<file path="src/rtl/fwo_pkg.sv">
package fwo_pkg;
  typedef enum logic {
    MODE_STD  = 1'b0,
    MODE_FWFT = 1'b1
  } fwo_mode_e;
endpackage

</file>
<file path="src/rtl/fwo_mode_latch.sv">
module fwo_mode_latch
  import fwo_pkg::*;
(
  input  logic      clk,
  input  logic      rst_n,
  input  logic      mrst,
  input  logic      mode_sel,
  output fwo_mode_e mode
);
  fwo_mode_e mode_q, mode_d;

  always_comb begin
    mode_d = mode_q;
    if (mrst) mode_d = fwo_mode_e'(mode_sel);
  end

  always_ff @(posedge clk or negedge rst_n) begin
    if (!rst_n) mode_q <= MODE_STD;
    else        mode_q <= mode_d;
  end

  assign mode = mode_q;

  // outside master reset the mode never moves
  assert_mode_keep_R2: assert property (@(posedge clk) disable iff (!rst_n)
    !mrst |=> $stable(mode_q));
  // master reset captures the select input
  assert_mode_capture_R1: assert property (@(posedge clk) disable iff (!rst_n)
    mrst |=> (mode_q == fwo_mode_e'($past(mode_sel))));
endmodule

</file>
<file path="src/rtl/fwo_out_ctrl.sv">
module fwo_out_ctrl
  import fwo_pkg::*;
#(
  parameter int DATA_W = 18
) (
  input  logic              clk,
  input  logic              rst_n,
  input  fwo_mode_e         mode,
  input  logic              mrst,
  input  logic              prst,
  input  logic              retx,
  input  logic              rd_en,
  input  logic              mem_empty,
  input  logic [DATA_W-1:0] mem_rdata,
  output logic              mem_pop,
  output logic [DATA_W-1:0] q_reg,
  output logic              valid,
  output logic              rt_hold
);
  logic [DATA_W-1:0] q_d;
  logic              valid_d;
  logic              hold_d;
  logic              any_rst;

  assign any_rst = mrst | prst;

  always_comb begin
    mem_pop = 1'b0;
    q_d     = q_reg;
    valid_d = valid;
    hold_d  = 1'b0;
    if (any_rst) begin
      q_d     = '0;
      valid_d = 1'b0;
    end else if (retx) begin
      valid_d = 1'b0;
      hold_d  = 1'b1;
    end else if (mode == MODE_STD) begin
      valid_d = 1'b0;
      if (rd_en && !mem_empty) begin
        mem_pop = 1'b1;
        q_d     = mem_rdata;
      end
    end else begin
      if (!mem_empty && (!valid || rd_en)) begin
        mem_pop = 1'b1;
        q_d     = mem_rdata;
        valid_d = 1'b1;
      end else if (rd_en && valid) begin
        valid_d = 1'b0;
      end
    end
  end

  always_ff @(posedge clk or negedge rst_n) begin
    if (!rst_n) begin
      q_reg   <= '0;
      valid   <= 1'b0;
      rt_hold <= 1'b0;
    end else begin
      q_reg   <= q_d;
      valid   <= valid_d;
      rt_hold <= hold_d;
    end
  end

  assert_pop_nonempty_R11: assert property (@(posedge clk) disable iff (!rst_n)
    mem_pop |-> (!mem_empty && !mrst && !prst && !retx));
  assert_reset_clear_R3: assert property (@(posedge clk) disable iff (!rst_n)
    (mrst || prst) |=> (q_reg == '0 && !valid));
  assert_std_hold_R5: assert property (@(posedge clk) disable iff (!rst_n)
    (mode == MODE_STD && !any_rst && !(rd_en && !mem_empty)) |=> $stable(q_reg));
  assert_prefetch_R7: assert property (@(posedge clk) disable iff (!rst_n)
    (mode == MODE_FWFT && !any_rst && !retx && !valid && !mem_empty) |=> valid);
  assert_retx_R9: assert property (@(posedge clk) disable iff (!rst_n)
    (retx && !any_rst) |=> (!valid && rt_hold));
endmodule

</file>
<file path="src/rtl/fwo_flag_mux.sv">
module fwo_flag_mux
  import fwo_pkg::*;
#(
  parameter int DATA_W = 18
) (
  input  fwo_mode_e         mode,
  input  logic              mem_full,
  input  logic              mem_empty,
  input  logic              valid,
  input  logic              rt_hold,
  input  logic              oe,
  input  logic [DATA_W-1:0] q_reg,
  output logic              flag_wr,
  output logic              flag_rd,
  output logic [DATA_W-1:0] q
);
  always_comb begin
    if (mode == MODE_STD) begin
      flag_wr = mem_full;
      flag_rd = mem_empty | rt_hold;
    end else begin
      flag_wr = ~mem_full;
      flag_rd = valid;
    end
  end

  for (genvar b = 0; b < DATA_W; b++) begin : g_gate
    assign q[b] = q_reg[b] & oe;
  end
endmodule

</file>
<file path="src/rtl/fwo_stage.sv">
module fwo_stage
  import fwo_pkg::*;
#(
  parameter int DATA_W = 18
) (
  input  logic              clk,
  input  logic              rst_n,
  input  logic              mrst,
  input  logic              prst,
  input  logic              mode_sel,
  input  logic              retx,
  input  logic              rd_en,
  input  logic              oe,
  input  logic              mem_empty,
  input  logic              mem_full,
  input  logic [DATA_W-1:0] mem_rdata,
  output logic              mem_pop,
  output logic              flag_wr,
  output logic              flag_rd,
  output logic [DATA_W-1:0] q
);
  fwo_mode_e         mode;
  logic [DATA_W-1:0] q_reg;
  logic              valid;
  logic              rt_hold;

  fwo_mode_latch u_mode (
    .clk      (clk),
    .rst_n    (rst_n),
    .mrst     (mrst),
    .mode_sel (mode_sel),
    .mode     (mode)
  );

  fwo_out_ctrl #(.DATA_W(DATA_W)) u_ctrl (
    .clk       (clk),
    .rst_n     (rst_n),
    .mode      (mode),
    .mrst      (mrst),
    .prst      (prst),
    .retx      (retx),
    .rd_en     (rd_en),
    .mem_empty (mem_empty),
    .mem_rdata (mem_rdata),
    .mem_pop   (mem_pop),
    .q_reg     (q_reg),
    .valid     (valid),
    .rt_hold   (rt_hold)
  );

  fwo_flag_mux #(.DATA_W(DATA_W)) u_flags (
    .mode      (mode),
    .mem_full  (mem_full),
    .mem_empty (mem_empty),
    .valid     (valid),
    .rt_hold   (rt_hold),
    .oe        (oe),
    .q_reg     (q_reg),
    .flag_wr   (flag_wr),
    .flag_rd   (flag_rd),
    .q         (q)
  );

  // fall-through output-ready only with a word fetched since the last clear
  assert_fwft_ready_R6: assert property (@(posedge clk) disable iff (!rst_n)
    (mode == MODE_FWFT && !flag_rd && !mem_pop) |=> (!flag_rd || mrst || $past(mrst)));
endmodule

</file>
<file path="config.mk">
export PLATFORM = sky130hd
export DESIGN_NAME = fwo_stage
export DESIGN_NICKNAME = d
export VERILOG_FILES = /design/src/rtl/fwo_pkg.sv /design/src/rtl/fwo_mode_latch.sv /design/src/rtl/fwo_out_ctrl.sv /design/src/rtl/fwo_flag_mux.sv /design/src/rtl/fwo_stage.sv
export SDC_FILE = /design/constraint.sdc
export NUM_CORES = 1
export LEC_CHECK = 0
export ABC_CLOCK_PERIOD_IN_PS = 1500
export BUFFER_PORTS_ARGS = -buffer_cell sky130_fd_sc_hd__buf_2
export CAP_MARGIN = 20
export CORE_MARGIN = 1
export CORE_UTILIZATION = 38
export CTS_BUF_LIST = sky130_fd_sc_hd__clkbuf_2 sky130_fd_sc_hd__clkbuf_4 sky130_fd_sc_hd__clkbuf_8
export CTS_CLUSTER_SIZE = 12
export DETAILED_ROUTE_END_ITERATION = 10
export PLACE_DENSITY = 0.67
export SLEW_MARGIN = 15
export SYNTH_ARGS = -nofsm -noshare
export SYNTH_HDL_FRONTEND = slang
export SYNTH_SLANG_ARGS = --single-unit
</file>
<file path="constraint.sdc">
create_clock -name clk -period 1.5 [get_ports clk]
set_input_delay 0.15 -clock clk [delete_from_list [all_inputs] [get_ports clk]]
set_output_delay 0.15 -clock clk [all_outputs]
set_load 0.01 [all_outputs]
</file>
Word level (Yosys, flattened, before mapping)
Cells that the tools add are included.
{"block": "totals", "wordCells": 55, "inputBits": 28, "ff_bits": 21, "output_inout_bits": 21}
{"block": "op_classes", "n_eq_ne": 3, "n_bitwise": 21, "mux": 19, "n_reduce_logical": 8}
{"cell": "$mux W18", "n": 5}
{"cell": "$and A1 B1 Y1", "n": 18}
{"cell": "$mux W1", "n": 14}
{"cell": "$ne A5 B2 Y1 const B", "n": 1}
{"cell": "$logic_and A1 B1 Y1", "n": 3}
{"cell": "$ne A3 B1 Y1 const B", "n": 1}
{"cell": "$reduce_and A3 Y1", "n": 1}
{"cell": "$reduce_bool A3 Y1", "n": 1}
{"cell": "$logic_not A1 Y1", "n": 2}
{"cell": "$ne A2 B1 Y1 const B", "n": 1}
{"cell": "$or A1 B1 Y1", "n": 2}
{"cell": "$logic_or A1 B1 Y1", "n": 1}
{"cell": "$not A1 Y1", "n": 1}

Longest topological paths before layout
Gate-level depths: netlist (run 1).
{"block": "logic_depth", "ltp_word": 7, "ltp_mapped": 5}

Modules after synthesis
A second synthesis (run 1) with hierarchy kept.
{"block": "unflattened", "cells_unflattened": 114, "hier_area_um2": 1122.3}
{"mod": "fwo_out_ctrl", "cells_each": 89, "area_each_um2": 919.6, "n_inst": 1}
{"mod": "fwo_flag_mux", "cells_each": 23, "area_each_um2": 162.7, "n_inst": 1}
{"mod": "fwo_mode_latch", "cells_each": 2, "area_each_um2": 40.0, "n_inst": 1}

Worst setup path before layout (run 1)
Ideal clock, no wire load.
{"block": "synth_path", "path_kind": "reg2out", "start": "register u_mode.mode_q, in the netlist u_mode.mode", "end": "output mem_pop", "t_arrival_ns": 1.159, "n_path_buf": 2, "slack_ns": 0.191, "path_stages_with_launch": 6, "cell_sequence": "dfrtp_1 > nor2b_4 > o21a_1 > buf_6 > buf_12 > and2_1"}
{"block": "synth_between", "elab_chain_len": 3}
{"item": "start: declaration", "line_no": "fwo_mode_latch.sv:10", "source": "fwo_mode_e mode_q, mode_d;"}
{"item": "start signal: assignment", "line_no": "fwo_mode_latch.sv:19", "source": "else mode_q <= mode_d;"}
{"item": "$mux W1", "line_no": "fwo_out_ctrl.sv:38", "source": "end else if (mode == MODE_STD) begin"}
{"item": "$mux W1", "line_no": "fwo_out_ctrl.sv:35", "source": "end else if (retx) begin"}
{"item": "$mux W1", "line_no": "fwo_out_ctrl.sv:32", "source": "if (any_rst) begin"}
{"item": "end: declaration", "line_no": "fwo_stage.sv:17", "source": "output logic mem_pop,"}
No other way between the ends.

Worst setup path after layout (run 1)
Ends and elaborated chain as after synthesis.

==> results of run 1 <==
path summary, 6_finish.rpt:
kind | startpoint | endpoint | slack, ns | cells past startpoint
worst max-delay path | u_mode.mode$_DFFE_PN0P_ | mem_pop | 0.06 | 4
min in group asynchronous | rst_n | u_ctrl.q_reg[0]$_DFFE_PN0P_ | 0.32 | 2
worst min-delay path | mode_sel | u_mode.mode$_DFFE_PN0P_ | 0.08 | 2
worst max register to register | u_ctrl.valid$_DFFE_PN0P_ | u_ctrl.q_reg[8]$_DFFE_PN0P_ | 0.22 | 5
max in group asynchronous | rst_n | u_ctrl.q_reg[5]$_DFFE_PN0P_ | 0.87 | 2
worst min register to register | u_ctrl.q_reg[4]$_DFFE_PN0P_ | u_ctrl.q_reg[4]$_DFFE_PN0P_ | 0.53 | 2
metal layers:
layer	global-route usage, %	vias up	wire, µm
met3	2.79	0	135
met5	0	-	0
met4	5.36	0	0
met2	30.3	31	1220
li1	-	458	-
met1	18.7	452	955
cells in the final DEF (no fill, tap or decap), drive strengths merged:
cell | synthesis | final
and2 | 20 | 20
and4b | 1 | 1
buf | 4 | 53
clkbuf | 3 | 4
dfrtp | 21 | 21
dlygate4sd3 | 0 | 1
inv | 1 | 1
mux2 | 1 | 1
mux2i | 18 | 18
nand2 | 36 | 36
nor2 | 3 | 3
nor2b | 1 | 1
nor3 | 1 | 1
o21a | 1 | 1
o21ai | 1 | 1
xor2 | 1 | 1
logic make-up after synthesis:
| group | count (synthesis) |
|---|---|
| xor gates and xnor gates | 1 |
| AOI/OAI and AO/OA | 2 |
| and+or+nand+nor | 62 |
| DFF | 21 |
| buffers and inverters | 8 |
| muxes | 19 |
power groups by stage:
| stage | Sequential (W) | Combinational (W) | Clock [W] |
|---|---|---|---|
| 6_report | 0.000587 | 0.000171 | 0.000289 |
| 5_1_grt | 0.000589 | 0.000188 | 0.000328 |
| 4_1_cts | 0.000587 | 0.000173 | 0.000300 |
| 3_5_place_dp | 0.000600 | 0.000164 | 0 |
| 3_3_place_gp | 0.000599 | 0.000160 | 0 |
| 2_1_floorplan | 0.000597 | 0.0000903 | 0 |
layout make-up:
cell class / instances / area, µm² / share of cell area [%]
multi-input combinational: 84 / 515 / 36.5
inverter: 1 / 3.75 / 0.265
tap: 31 / 38.8 / 2.74
timing repair buffer: 54 / 300 / 21.2
sequential: 21 / 526 / 37.2
clock buffer: 4 / 30.0 / 2.12
worst max-delay path, cell delays in order (launching register included):
cell and delay (ns):
dfrtp_1 0.40, nor2b_4 0.13, o21a_1 0.18, and2_1 0.14
buf_2 0.14
through the flow:
stage	setup TNS (ns)	hold slack, ns	util (%)
after global routing	-0.00577	0.0571	51.7
after floorplan	0	-0.146	-
after detailed placement	0	0.134	49.7
final	0	0.0760	51.7
after global placement	0	0.131	49.7
after CTS	-0.00180	0.0655	51.4
repair_timing:
action | 4_1_cts | 5_1_grt
pin swaps | 2 | 1
endpoints found under the setup margin | 1 | 1
hold buffers | 1 | 0
endpoints found under the hold margin | 21 | 0
buffers inserted | 1 | 1
==> impl_metrics.sql, run 1 <==
INSERT INTO impl_metrics (metric_group, metric, value, unit) VALUES
('timing', 'setup_violations', '0', ''),
('place', 'gp_routability_congestion', '0.783', ''),
('yosys', 'synth_top_family_by_area', 'simple AND/OR/NAND/NOR gates', ''),
('layout', 'largest_register_ff_count', '18', ''),
('place', 'place_area', '0.00136', 'mm²'),
('yosys', 'synth_fa_ha_area_share', '0', '%'),
('routing', 'antenna_left', '0', ''),
('timing', 'report.final.hold_viol_count', '0', ''),
('run_status', 'status', 'completed', ''),
('yosys', 'share_of_the_synthesized_area_in_compound_gates_ao_oa_aoi_oai', '1.14', '%'),
('power_and_ir_drop', 'report.power.total', '0.00105', 'W'),
('timing', 'clock_skew', '0.00136', 'ns'),
('setup_path', 'critical_path_arrival', '1.29', 'ns'),
('yosys', 'post-synth-top-area-fraction', '48.0', '%'),
('power_and_ir_drop', 'power.combinational.fraction', '16.3', '%'),
('setup_path', 'critical_path_rt', '1.35', 'ns'),
('layout', 'syn2layout_area_growth', '29.1', '%'),
('timing', 'fmaxAchievable', '697', 'MHz'),
('job', 'cap_violations', '0', ''),
('routing', 'drt-wirelength-per-cell', '11.9', 'µm'),
('yosys', 'post_synth_main_area_contributors', 'dfrtp_1 (48%), mux2i_1 (16%), nand2_1 (12%)', ''),
('place', 'dp_cells', '188', ''),
('die', 'floorplan.die.width', '55.7', 'µm'),
('power_and_ir_drop', 'power_density', '741', 'mW/mm²'),
('layout', 'post_route_cells_drive_above_1_share', '36.6', '%'),
('power_and_ir_drop', 'sw_frac_of_total', '25.0', '%'),
('global_routing', 'grt_first_pass_wirelength', '4060', 'µm'),
('clocking', 'cts.repair.resized', '0', ''),
('routing', 'route.detailed.vias_per_inst', '4.83', ''),
('setup_path', 'crit_path_class', 'reg -> out', ''),
('clocking', 'clk_path_buf_depth', '2', ''),
('clocking', 'cts_made_buffers', '3', ''),
('place', 'buffer_ports.inserted', '48', ''),
('layout', 'final_nets', '193', ''),
('yosys', 'synth_flop_cell', 'dfrtp_1', ''),
('routing', 'route.detailed.drc', '0', ''),
('die', 'io-pin-count', '49', ''),
('power_and_ir_drop', 'p_clk_share', '27.6', '%'),
('die', 'die_area', '0.00310', 'mm²'),
('power_and_ir_drop', 'p_int', '0.000785', 'W'),
('setup_path', 'critPathCaptureType', 'output pin', ''),
('clocking', 'htreeDepth', '1', ''),
('clocking', 'cts_tree', 'built', ''),
('yosys', 'synth.net_count', '141', ''),
('global_routing', 'global_route.usage.total', '16.3', '%'),
('power_and_ir_drop', 'power.net_switching', '0.000262', 'W'),
('power_and_ir_drop', 'ir_drop', '0.422', 'mV'),
('timing', 'final_period_minus_worst_setup_slack', '1.44', 'ns'),
('timing', 'max-slew-margin-rel', '69.1', '%'),
('yosys', 'synthesis.instances', '113', ''),
('die', 'rows', '19', ''),
('clocking', 'clk_transition_reported_paths', '0.11', 'ns'),
('yosys', 'yosys_register_bits', '21', ''),
('routing', 'detail_route.wirelength', '2310', 'µm'),
('die', 'core', '0.00273', 'mm²'),
('layout', 'n_fill_cell', '287', ''),
('yosys', 'yosys.area_share.simple', '27.4', '%'),
('layout', 'postLayoutCellArea', '0.00141', 'mm²'),
('min_path', 'hold_path_class', 'in -> reg', ''),
('global_routing', 'grt_pass1_vias', '959', ''),
('yosys', 'synth_async_sr_flop_share', '100', '%'),
('yosys', 'muxShareOfSynthArea', '17.5', '%'),
('clocking', 'clkSinkCount', '21', ''),
('setup_path', 'path_max_fanout', '2', ''),
('timing', 'transition_time_at_the_pin_with_the_least_slew_margin', '0.464', 'ns'),
('yosys', 'synth_area_per_cell', '9.69', 'µm²'),
('clocking', 'insertion_delay_to_the_later_sink_of_the_worst_skew_pair', '0.30', 'ns'),
('global_routing', 'grt_start_max_net_pins', '31', ''),
('yosys', 'synth.most_common_cell', 'nand2_1', ''),
('die', 'initial_core_util', '40.0', '%'),
('layout', 'instances_no_fill', '195', '');
Power figures use the tool's default switching activity.
==> run 2, diff against run 1 <==
--- a/config.mk
+++ b/config.mk
@@ -13,7 +13,7 @@
 export CTS_BUF_LIST = sky130_fd_sc_hd__clkbuf_2 sky130_fd_sc_hd__clkbuf_4 sky130_fd_sc_hd__clkbuf_8
 export CTS_CLUSTER_SIZE = 12
 export DETAILED_ROUTE_END_ITERATION = 10
-export PLACE_DENSITY = 0.67
+export PLACE_DENSITY = 0.76
 export SLEW_MARGIN = 15
 export SYNTH_ARGS = -nofsm -noshare
 export SYNTH_HDL_FRONTEND = slang
==> impl_metrics.sql, run 2 (synthesis results as in run 1) <==
INSERT INTO impl_metrics (metric_group, metric, value, unit) VALUES
('global_routing', 'global_route.usage.total', '14.7', '%'),
('layout', 'post_route_cells_drive_above_1_share', '38.6', '%'),
('timing', 'timing.final.crit_share', '97.5', '%'),
('place', 'buffer_ports.inserted', '48', ''),
('routing', 'route.detailed.drc', '0', ''),
('job', 'cap_violations', '0', ''),
('clocking', 'clkSinkCount', '21', ''),
('layout', 'final_nets', '195', ''),
('timing', 'setup_violations', '0', ''),
('die', 'rows', '19', ''),
('routing', 'routed-via-count', '934', ''),
('clocking', 'cts_tree', 'built', ''),
('place', 'preCtsSetupSlack', '0.126', 'ns'),
('clocking', 'clk_path_buf_depth', '2', ''),
('setup_path', 'critPathLaunchType', 'flop', ''),
('layout', 'final_core_utilization', '52.4', '%'),
('place', 'dp_hpwl', '1710', 'µm'),
('power_and_ir_drop', 'power_density', '726', 'mW/mm²'),
('timing', 'transition_time_at_the_pin_with_the_least_slew_margin', '0.452', 'ns'),
('power_and_ir_drop', 'power.net_switching', '0.000252', 'W'),
('timing', 'fmaxAchievable', '684', 'MHz'),
('layout', 'largest_register_ff_count', '18', ''),
('global_routing', 'global_route_congestion_overflow_total', '0', ''),
('global_routing', 'grt_first_pass_wirelength', '3650', 'µm'),
('global_routing', 'grt_pass1_vias', '875', ''),
('layout', 'syn2layout_area_growth', '30.9', '%'),
('timing', 'max-slew-margin-rel', '69.9', '%'),
('die', 'initial_core_util', '40.0', '%'),
('routing', 'detail_route.wirelength', '2290', 'µm'),
('timing', 'report.final.hold_viol_count', '0', ''),
('routing', 'antenna_left', '0', ''),
('layout', 'diodes', '0', ''),
('layout', 'postLayoutCellArea', '0.00143', 'mm²'),
('die', 'floorplan.die.width', '55.7', 'µm'),
('routing', 'detail_route.first_pass.iterations', '4', ''),
('power_and_ir_drop', 'ir_drop', '0.399', 'mV'),
('timing', 'grt_setup_unrepaired', 'yes', ''),
('routing', 'route.detailed.vias_per_inst', '4.74', ''),
('timing', 'final_period_minus_worst_setup_slack', '1.46', 'ns'),
('clocking', 'clk_transition_reported_paths', '0.11', 'ns'),
('power_and_ir_drop', 'seqPwrFrac', '56.5', '%'),
('layout', 'layout_commonest_cell', 'buf_2', ''),
('global_routing', 'grt_antenna_before_repair', '0', ''),
('clocking', 'insertion_delay_to_the_later_sink_of_the_worst_skew_pair', '0.29', 'ns'),
('die', 'die_y', '55.7', 'µm'),
('place', 'gp_routability_congestion', '0.703', ''),
('die', 'core', '0.00273', 'mm²'),
('routing', 'drt-initial-drc-count', '21', ''),
('clocking', 'htreeDepth', '1', ''),
('global_routing', 'grt.met1_usage', '18.0', '%'),
('setup_path', 'critPathCaptureType', 'output pin', ''),
('global_routing', 'grt_start_max_net_pins', '22', ''),
('run_status', 'status', 'completed', ''),
('setup_path', 'critical_path_arrival', '1.31', 'ns'),
('die', 'io-pin-count', '49', ''),
('global_routing', 'grt_busiest_layer', 'met2', ''),
('power_and_ir_drop', 'sw_frac_of_total', '24.3', '%'),
('timing', 'clock_skew', '0.000902', 'ns'),
('timing', 'setup_ws', '0.0378', 'ns'),
('die', 'die_area', '0.00310', 'mm²'),
('clocking', 'cts_made_buffers', '3', ''),
('setup_path', 'critical_path_rt', '1.35', 'ns'),
('power_and_ir_drop', 'p_int', '0.000787', 'W'),
('layout', 'mostFrequentLayoutCells', 'buf_2 (47), nand2_1 (36), dfrtp_1 (21)', ''),
('global_routing', 'use_met2', '25.6', '%'),
('clocking', 'root_buffer_selected_by_cts', 'clkbuf_4', ''),
('global_routing', 'use_met3', '2.56', '%'),
('timing', 'finalMaxSlewViolations', '0', ''),
('routing', 'drt-wirelength-per-cell', '11.6', 'µm'),
('power_and_ir_drop', 'p_clk_share', '26.7', '%'),
('setup_path', 'crit_path_class', 'reg -> out', ''),
('min_path', 'hold_path_class', 'in -> reg', ''),
('power_and_ir_drop', 'power.static_leakage', '0.756', 'nW'),
('setup_path', 'path_max_fanout', '4', ''),
('place', 'place_area', '0.00136', 'mm²'),
('power_and_ir_drop', 'power.combinational.fraction', '16.8', '%');
## run 2: per-layer routing
metal / vias to the layer above / share of wire [%]
li1: 463 / -
met1: 442 / 46
met2: 27 / 49
met3: 2 / 4.9
met4: 0 / 0.70
met5: - / 0
## run 2: power by group through the flow
stage	clock network, W	registers, W	logic, W
finish	0.000278	0.000587	0.000175
global route	0.000312	0.000588	0.000192
detailed placement	0	0.000600	0.000160
global placement	0	0.000599	0.000157
CTS	0.000289	0.000587	0.000172
floorplan	0	0.000597	0.0000903
## run 2: cell type report
| class | instances | area, µm² |
|---|---|---|
| fillers | 251 | 1300 |
| flip-flops and latches | 21 | 526 |
| multi-input cells | 84 | 526 |
| repair buffers | 56 | 309 |
| well taps | 31 | 38.8 |
| clock buffers | 4 | 30.0 |
| inverters | 1 | 3.75 |
## run 2: repair_timing
action | in CTS | in global routing
hold endpoints to repair | 21 | 0
pin swaps | 0 | 1
hold buffers | 1 | 0
setup endpoints to repair | 1 | 1
resized for setup | 2 | 2
setup buffers | 1 | 1
## run 2: path summary, 6_finish.rpt
| check | from | cells past startpoint | to | slack, ns |
|---|---|---|---|---|
| max | u_mode.mode$_DFFE_PN0P_ | 4 | mem_pop | 0.04 |
| min | mem_rdata[15] | 3 | u_ctrl.q_reg[15]$_DFFE_PN0P_ | 0.09 |
| max reg2reg | u_ctrl.valid$_DFFE_PN0P_ | 4 | u_ctrl.q_reg[9]$_DFFE_PN0P_ | 0.32 |
| min reg2reg | u_ctrl.q_reg[2]$_DFFE_PN0P_ | 2 | u_ctrl.q_reg[2]$_DFFE_PN0P_ | 0.52 |
| max in group asynchronous | rst_n | 2 | u_ctrl.q_reg[15]$_DFFE_PN0P_ | 0.85 |
| min in group asynchronous | rst_n | 2 | u_ctrl.q_reg[16]$_DFFE_PN0P_ | 0.34 |
## run 2: through the flow
stage	hold slack, ns	cells	setup TNS (ns)	total power [W]
finish	0.0883	197	0	0.00104
global route	0.0689	197	-0.0114	0.00109
CTS	0.0786	196	0	0.00105
detailed placement	0.126	190	0	0.000760
global placement	0.118	190	0	0.000755
floorplan	-0.146	113	0	0.000687
## run 2: worst max-delay path, stage by stage, from the launching register on
cell and delay, ns:
dfrtp_1 0.40, nor2b_4 0.13, o21a_4 0.22, and2_4 0.16, buf_6 0.11
